[src/rtl/wbc_pkg.sv]
package wbc_pkg;
  typedef enum logic [1:0] {
    WB_JUMP = 2'd0,
    WB_JOIN = 2'd1,
    WB_LOOP = 2'd2
  } wb_kind_e;

  typedef struct packed {
    wb_kind_e kind;
    logic     predicated;
    logic     dir;
  } wb_entry_t;
endpackage

[src/rtl/wbc_steer.sv]
module wbc_steer
  import wbc_pkg::*;
(
  input  wb_kind_e kind,
  input  logic     pred_taken,
  input  logic     conf_high,
  output logic     go_taken,
  output logic     predicated
);
  always_comb begin
    predicated = !conf_high;
    if (conf_high || kind == WB_LOOP) go_taken = pred_taken;
    else                              go_taken = 1'b0;
  end
endmodule

[src/rtl/wbc_mode_table.sv]
module wbc_mode_table
  import wbc_pkg::*;
#(
  parameter int DEPTH = 8,
  parameter int TAG_W = $clog2(DEPTH)
) (
  input  logic             clk,
  input  logic             rst_n,
  input  logic             alloc_en,
  input  wb_entry_t        alloc_entry,
  output logic [TAG_W-1:0] head_o,
  output logic             full_o,
  input  logic [TAG_W-1:0] rd_tag,
  output wb_entry_t        rd_entry,
  output logic             rd_valid,
  input  logic             free_en,
  input  logic             flush_en
);
  logic [DEPTH-1:0] vld;
  wb_entry_t        ent [DEPTH];
  logic [TAG_W-1:0] head;
  logic [DEPTH-1:0] younger;
  logic [TAG_W-1:0] dist_head;

  assign dist_head = head - rd_tag;

  for (genvar i = 0; i < DEPTH; i++) begin : g_age
    logic [TAG_W-1:0] dist_i;
    assign dist_i     = TAG_W'(i) - rd_tag;
    assign younger[i] = (dist_i != '0) && ((dist_head == '0) || (dist_i < dist_head));
  end

  assign head_o   = head;
  assign full_o   = vld[head];
  assign rd_entry = ent[rd_tag];
  assign rd_valid = vld[rd_tag];

  always_ff @(posedge clk) begin
    if (!rst_n) begin
      vld  <= '0;
      head <= '0;
    end else if (flush_en) begin
      for (int i = 0; i < DEPTH; i++)
        if (younger[i] || TAG_W'(i) == rd_tag) vld[i] <= 1'b0;
      head <= rd_tag + 1'b1;
    end else begin
      if (free_en) vld[rd_tag] <= 1'b0;
      if (alloc_en) begin
        vld[head] <= 1'b1;
        head      <= head + 1'b1;
      end
    end
  end

  always_ff @(posedge clk) begin
    if (alloc_en) ent[head] <= alloc_entry;
  end
endmodule

[src/rtl/wbc_resolve.sv]
module wbc_resolve
  import wbc_pkg::*;
#(
  parameter int PC_W = 16
) (
  input  logic            hit,
  input  wb_entry_t       entry,
  input  logic            actual_taken,
  input  logic            exit_fetched,
  input  logic [PC_W-1:0] taken_pc,
  input  logic [PC_W-1:0] fall_pc,
  output logic            flush_now,
  output logic [PC_W-1:0] redirect_pc,
  output logic            nop_now
);
  logic fl, np;

  always_comb begin
    fl          = 1'b0;
    np          = 1'b0;
    redirect_pc = fall_pc;
    if (!entry.predicated) begin
      if (actual_taken != entry.dir) begin
        fl          = 1'b1;
        redirect_pc = actual_taken ? taken_pc : fall_pc;
      end
    end else if (entry.kind != WB_LOOP) begin
      np = 1'b1;
    end else if (!entry.dir && actual_taken) begin
      fl          = 1'b1;
      redirect_pc = taken_pc;
    end else if (entry.dir && !actual_taken) begin
      if (exit_fetched) np = 1'b1;
      else              fl = 1'b1;
    end
  end

  assign flush_now = hit && fl;
  assign nop_now   = hit && np;
endmodule

[src/rtl/wish_branch_ctrl.sv]
module wish_branch_ctrl
  import wbc_pkg::*;
#(
  parameter int DEPTH = 8,
  parameter int PC_W  = 16,
  localparam int TAG_W = $clog2(DEPTH)
) (
  input  logic             clk,
  input  logic             rst_n,
  input  logic             fet_valid,
  output logic             fet_ready,
  input  logic [1:0]       fet_kind,
  input  logic             fet_pred_taken,
  input  logic             fet_conf_high,
  output logic [TAG_W-1:0] fet_tag,
  output logic             fet_go_taken,
  output logic             fet_predicated,
  input  logic             res_valid,
  input  logic [TAG_W-1:0] res_tag,
  input  logic             res_taken,
  input  logic             res_exit_fetched,
  input  logic [PC_W-1:0]  res_taken_pc,
  input  logic [PC_W-1:0]  res_fall_pc,
  output logic             flush_o,
  output logic [PC_W-1:0]  flush_pc_o,
  output logic             nop_retire_o
);
  wb_kind_e        kind;
  wb_entry_t       new_entry, rd_entry;
  logic            full, rd_valid, hit;
  logic            flush_now, nop_now;
  logic [PC_W-1:0] redirect_pc;

  assign kind = wb_kind_e'(fet_kind);

  wbc_steer u_steer (
    .kind       (kind),
    .pred_taken (fet_pred_taken),
    .conf_high  (fet_conf_high),
    .go_taken   (fet_go_taken),
    .predicated (fet_predicated)
  );

  assign new_entry = '{kind: kind, predicated: fet_predicated, dir: fet_go_taken};
  assign hit       = res_valid && rd_valid;
  assign fet_ready = !full && !flush_now;

  wbc_mode_table #(.DEPTH(DEPTH), .TAG_W(TAG_W)) u_table (
    .clk         (clk),
    .rst_n       (rst_n),
    .alloc_en    (fet_valid && fet_ready),
    .alloc_entry (new_entry),
    .head_o      (fet_tag),
    .full_o      (full),
    .rd_tag      (res_tag),
    .rd_entry    (rd_entry),
    .rd_valid    (rd_valid),
    .free_en     (hit && !flush_now),
    .flush_en    (flush_now)
  );

  wbc_resolve #(.PC_W(PC_W)) u_resolve (
    .hit          (hit),
    .entry        (rd_entry),
    .actual_taken (res_taken),
    .exit_fetched (res_exit_fetched),
    .taken_pc     (res_taken_pc),
    .fall_pc      (res_fall_pc),
    .flush_now    (flush_now),
    .redirect_pc  (redirect_pc),
    .nop_now      (nop_now)
  );

  always_ff @(posedge clk) begin
    if (!rst_n) begin
      flush_o      <= 1'b0;
      flush_pc_o   <= '0;
      nop_retire_o <= 1'b0;
    end else begin
      flush_o      <= flush_now;
      flush_pc_o   <= redirect_pc;
      nop_retire_o <= nop_now;
    end
  end
endmodule

[config.mk]
export PLATFORM = sky130hd
export DESIGN_NAME = wish_branch_ctrl
export DESIGN_NICKNAME = d
export VERILOG_FILES = /design/src/rtl/wbc_pkg.sv /design/src/rtl/wbc_steer.sv /design/src/rtl/wbc_mode_table.sv /design/src/rtl/wbc_resolve.sv /design/src/rtl/wish_branch_ctrl.sv
export SDC_FILE = /design/constraint.sdc
export NUM_CORES = 1
export LEC_CHECK = 0
export ABC_AREA = 1
export ABC_CLOCK_PERIOD_IN_PS = 3260
export BUFFER_PORTS_ARGS = -buffer_cell sky130_fd_sc_hd__buf_2
export CORE_MARGIN = 8
export CORE_UTILIZATION = 40
export CTS_CLUSTER_SIZE = 40
export DETAILED_ROUTE_END_ITERATION = 8
export PLACE_DENSITY = 0.72
export SETUP_SLACK_MARGIN = 0.15
export SLEW_MARGIN = 30
export SYNTH_ARGS = -nofsm -noshare
export SYNTH_HDL_FRONTEND = slang
export SYNTH_HIERARCHICAL = 1
export SYNTH_SLANG_ARGS = --single-unit
export TNS_END_PERCENT = 20
[constraint.sdc]
create_clock -name clk -period 3.26 [get_ports clk]
set_clock_uncertainty 0.15 [all_clocks]
set_input_delay 0.489 -clock clk [delete_from_list [all_inputs] [get_ports clk]]
set_output_delay 0.489 -clock clk [all_outputs]
set_load 0.01 [all_outputs]
Word-level counts from Yosys, hierarchy flattened
Memory sizes are Yosys's and may differ from the RTL's.
Index checks and enable logic that the tools add are counted.
{ "totals": {"word_cells": 150, "memories": 1, "latch_bits": 0, "ram_bits": 32, "register_bits": 29, "mem_bits_ro": 0, "in_bits": 45, "output_inout_bits": 24} }
{ "classes": {"n_div": 0, "n_addsub": 11, "eq_ne": 18, "reduce_logical": 51, "bitwise": 3, "shift": 0, "multipliers": 0, "magnitude_cmp": 12, "mux": 42} }
{ "memory_table": {"columns": ["name", "depth", "word_bits", "read_ports", "rd_clocked_by_memory_dff", "write_ports", "line_no", "text"], "rows": [
  ["u_table.ent", 8, 4, 1, 0, 1, "wbc_mode_table.sv:20", "wb_entry_t ent [DEPTH];"]
]} }
{ "op_table": {"columns": ["cell", "n"], "rows": [
  ["$mux W16", 5],
  ["$mux W8", 5],
  ["$mux W1", 26],
  ["$lt A3 B3 Y1", 8],
  ["$reduce_bool A3 Y1", 8],
  ["$logic_and A1 B1 Y1", 18],
  ["$logic_or A1 B1 Y1", 17],
  ["$ne A2 B1 Y1 const B", 8],
  ["$eq A3 B3 Y1 const A", 4],
  ["$sub A3 B3 Y3 const A", 4],
  ["$and A8 B8 Y8", 1],
  ["$lt A3 B4 Y1 const B", 2],
  ["$not A8 Y8", 1],
  ["$or A8 B8 Y8", 1],
  ["$add A3 B1 Y3 const B", 2],
  ["$bmux W1 S3", 2],
  ["$demux W1 S3", 2],
  ["$eq A2 B3 Y1 const A", 2],
  ["$ge A3 B1 Y1 const B", 2],
  ["$logic_not A3 Y1", 2],
  ["$mux W3", 2],
  ["$sub A1 B3 Y3 const A", 2],
  ["$sub A2 B3 Y3 const A", 2],
  ["$logic_not A1 Y1", 5],
  ["6 further kinds", 6]
]} }

Longest topological paths before layout
{ "depth": {"word_depth": 15, "depth_mapped": 23, "depth_no_buf": 20} }

By module
Netlist, hierarchy kept.
{ "by_module_without_submodules": {"columns": ["mod", "area_per_inst_um2", "seq_area_each_um2", "n_inst", "cells_each"], "rows": [
  ["wbc_mode_table", 2713.9, 1181.1, 1, 319],
  ["wbc_resolve", 824.5, 0.0, 1, 177],
  ["wish_branch_ctrl", 563.0, 360.3, 1, 65],
  ["wbc_steer", 23.8, 0.0, 1, 5]
]} }

Worst setup path before layout
OpenSTA, ideal clock, no wires.
{ "synth_timing": {"kind": "input to register", "startpoint": "input port res_tag[1]", "endpoint": "register u_table.vld[0]", "t_required_ns": 3.044, "setup_ns": 0.066, "arrival_time_ns": 3.137, "path_stages": 21, "slack_ns": -0.093, "n_path_buf": 2, "path_cell_list": "inv_1 clkbuf_1 o21ai_0 o22ai_1 nand2_1 nand2_1 inv_1 ha_1 buf_4 nand3_4 nand2_1 nor2_1 nor2_1 inv_1 nand2_1 nor2_1 nand2_2 nor2_1 a21oi_1 or2_2 a21oi_2"} }
{ "synth_rtl": {"columns": ["item", "line_no", "text"], "rows": [
  ["start: declaration", "wish_branch_ctrl.sv:19", "input logic [TAG_W-1:0] res_tag,"],
  ["end signal: assignment", "wbc_mode_table.sv:40", "vld <= '0;"],
  ["end signal: indexed assignment", "wbc_mode_table.sv:44", "if (younger[i] || TAG_W'(i) == rd_tag) vld[i] <= 1'b0;"],
  ["end signal: indexed assignment", "wbc_mode_table.sv:47", "if (free_en) vld[rd_tag] <= 1'b0;"],
  ["end: declaration", "wbc_mode_table.sv:19", "logic [DEPTH-1:0] vld;"]
]} }

==> results by group <==
Timing
  – Fmax: ~330 MHz
  – Min Tclk post-route: roughly 3 ns
  – Tcrit/Tclk final: 91.6%
  – Setup TNS: 0 ns
  – Max Slew Vio Count: 0
  – Worst slew margin: 63.0%
  – Final Hold Viols: 0
  – RSZ-0062 raised after global routing: yes
  – Worst Tran Pin Value: 0.555 ns
  – Setup violators final: 0

Placement
  – DP Cell Count: a little under 800
  – Final RePlAce weighted congestion: between 0.9 and 1
  – Input/output buffers: a little under 70
  – Placed Area: 0.00465 mm2
  – DP Wirelength: between 8000 and 9000 um

Drt
  – Avg WL per Cell: 14.6 um
  – Detail Route Antenna Nets: 0
  – Number of vias per cell: 5.05
  – DR DRC count: 0
  – Via count: 3,976
  – Pre-antenna DRT Iters: 6
  – DR iter-0 viols: ~380
  – Total routed wirelength: 11,500 um

Synthesis
  – Commonest register cell after synthesis: edfxtp_1
  – Area fraction of the dominant cell type after synthesis: between 20% and 30%
  – Synth top area cells: edfxtp_1, nand2_1, dfxtp_1
  – Yosys reg bits: 61
  – Synthesized Nets: ~640
  – Cell taking the most area after synthesis: edfxtp_1
  – Synth cell count leaders: nand2_1, inv_1, o21ai_0
  – Sequential area share after synthesis: a little under two fifths
  – Syn Std Cell Area: a little over 0.004 mm2
  – Post-synth EDFFs: 32
  – Most frequent cell after synthesis: nand2_1
  – Distinct cell type count after synthesis: 38
  – FFs w/ async S/R, synth: 0%
  – Yosys warning count: 6
  – Mapped Cells: 566
  – Mapped Avg Cell Area: roughly 7.3 um2

Pwr
  – Clk network pwr share: between 20 and 30%
  – Flop pwr share: roughly two fifths
  – Total internal power: ~0.0015 W
  – Net Sw Power: 0.000846 W
  – Sw Share: 36.0%
  – Pwr/cell area: 485 mW/mm2
  – Logic pwr share: between 30% and 40%
  – P_leak: roughly 2.5 nW
  – Peak VDD IR: about 0.25 mV

Worst setup path
  – Reg2reg setup slack: ~0.46 ns
  – Worst Setup End Kind: output pin
  – Launch point of the worst reg-to-reg path: u_table/ent[6][0]$_DFFE_PP_
  – Worst-path fanout max: 14
  – Req. time, crit path: between 2 and 3 ns
  – WS Path Type: in2out
  – Worst reg2reg endpoint: u_table/vld[1]$_SDFFE_PN0P_
  – Reg2Reg Depth: 18
  – Worst setup path end: fet_ready
  – Setup crit start: res_tag[0]
  – Worst EP arrival: 2.35 ns
  – Startpoint Class: primary input

CTS
  – Post-CTS Setup Bufs: 0
  – Post_cts resized: 0
  – CTS root buf: clkbuf_8
  – Clk_lat worst skew: 0.34 ns
  – CTS tree: done
  – Clock-pin slew on the worst setup and hold paths: ~0.07 ns
  – CTS Sinks: 61
  – CTS buffer count: 9
  – Hold-fix buffers, CTS: 0
  – H-tree Lvls: 3
  – CTS Buffer Depth: 2

Die
  – Die area: ~0.014 mm2
  – Initial core utilization: about two fifths
  – Die Width: ~120 um
  – Core Region: about 0.010 mm2
  – Num rows: 37
  – Io pins: 69
  – Die height: around 120 um

Final layout
  – Number of diodes: 0
  – Layout area overhead: 17.5%
  – Non-Filler Instances: slightly below 800
  – Fraction of layout cells with a size suffix above 1: between 20% and 30%
  – Final Net Count: between 700 and 800
  – Fin area: approximately 0.0048 mm2

Global routing
  – Vias in the first global route: 4,006
  – GR Overflow Total: 0
  – First-pass GRT wire length: ~19,000 um
  – Overall Global Routing Usage: between 10% and 20%
  – Initial antenna violation count: 0
  – Largest net degree at the start of global routing: 24

Min path
  – Hold Crit Class: in2reg

Outcome
  – Status: finished clean

Job
  – MaxCap Viol Count: 0
per-stage QoR:
stage	util, %	setup slack (ns)	hold WS [ns]	total power (W)
floorplan	-	0.131	0.337	0.00148
global placement	45.7	0.0787	0.386	0.00167
detailed placement	45.7	-0.0115	0.389	0.00170
CTS	47.6	0.253	0.335	0.00237
global route	47.6	0.0350	0.332	0.00252
finish	47.6	0.273	0.340	0.00235
flip-flops by register name, summed over array words and instances (netlist names):
register	flops
u_table/head_o	3
u_table/ent	32
nop_retire_o	1
u_table/vld	8
flush_pc_o	16
flush_o	1
worst min path at each step:
stage,from,endpoint,depth (start not counted)
floorplan,u_table/vld[0]$_SDFFE_PN0P_,u_table/vld[0]$_SDFFE_PN0P_,2
global placement,u_table/vld[0]$_SDFFE_PN0P_,u_table/vld[0]$_SDFFE_PN0P_,2
detailed placement,u_table/vld[0]$_SDFFE_PN0P_,u_table/vld[0]$_SDFFE_PN0P_,2
CTS,fet_kind[0],u_table/ent[5][2]$_DFFE_PP_,1
global route,fet_kind[0],u_table/ent[5][2]$_DFFE_PP_,1
finish,fet_kind[0],u_table/ent[5][2]$_DFFE_PP_,1
critical path, cell delays in order:
cell and delay [ns]:
buf_2 0.14, buf_4 0.19, o21ai_0 0.11, o22ai_1 0.16
nand2_1 0.07, nand2_1 0.09, inv_1 0.05, ha_1 0.27
inv_1 0.08, o21ai_0 0.09, nor2_2 0.29, inv_1 0.07
nand2_1 0.08, inv_1 0.05, buf_2 0.13
per-layer routing:
layer / vias up / global-route usage [%] / share of wire (%)
met2: 176 / 27.1 / 45
li1: 1976 / - / -
met1: 1803 / 21.0 / 46
met3: 21 / 5.08 / 7.2
met5: - / 0 / 0
met4: 0 / 5.76 / 1.7
cell type report:
type	count	area, um2
flip-flops and latches	61	1540
repair buffers	92	520
inverters	101	379
clock inverters	6	63.8
clock buffers	10	128
fillers	1009	5340
well taps	136	170
multi-input cells	381	2040
placed cells by master, fill, tap and decap left out, types with 2 or more instances in the layout:
master / count
a211oi_1: 4
a21o_1: 2
a21oi_1: 17
a21oi_2: 3
buf_2: 68
buf_4: 24
clkbuf_8: 9
clkinv_2: 2
clkinvlp_4: 2
dfxtp_1: 29
edfxtp_1: 32
ha_1: 23
inv_1: 97
inv_2: 3
nand2_1: 155
nand2_2: 8
nand2_4: 3
nand3_1: 38
nand3_2: 4
nand4_1: 18
nor2_1: 36
nor2_2: 3
nor3_1: 2
o21ai_0: 45
o22ai_1: 8
power groups by stage:
stage	Sequential (W)	Clock (W)	Combinational (W)
4_1_cts	0.000901	0.000682	0.000783
6_report	0.000901	0.000664	0.000786
5_1_grt	0.000907	0.000718	0.000893
3_3_place_gp	0.000917	0	0.000758
3_5_place_dp	0.000917	0	0.000781
2_1_floorplan	0.000926	0	0.000550
kinds of logic after synthesis:
group	count (synthesis)	synth area share, %
AOI/OAI and AO/OA	83	11.3
xor gates and xnor gates	2	0.880
adders and majority gates	24	7.46
buffers and inverters	124	13.5
DFF	61	37.4
and+or+nand+nor	272	29.6
Note: power is estimated with default switching activity, not from simulation.
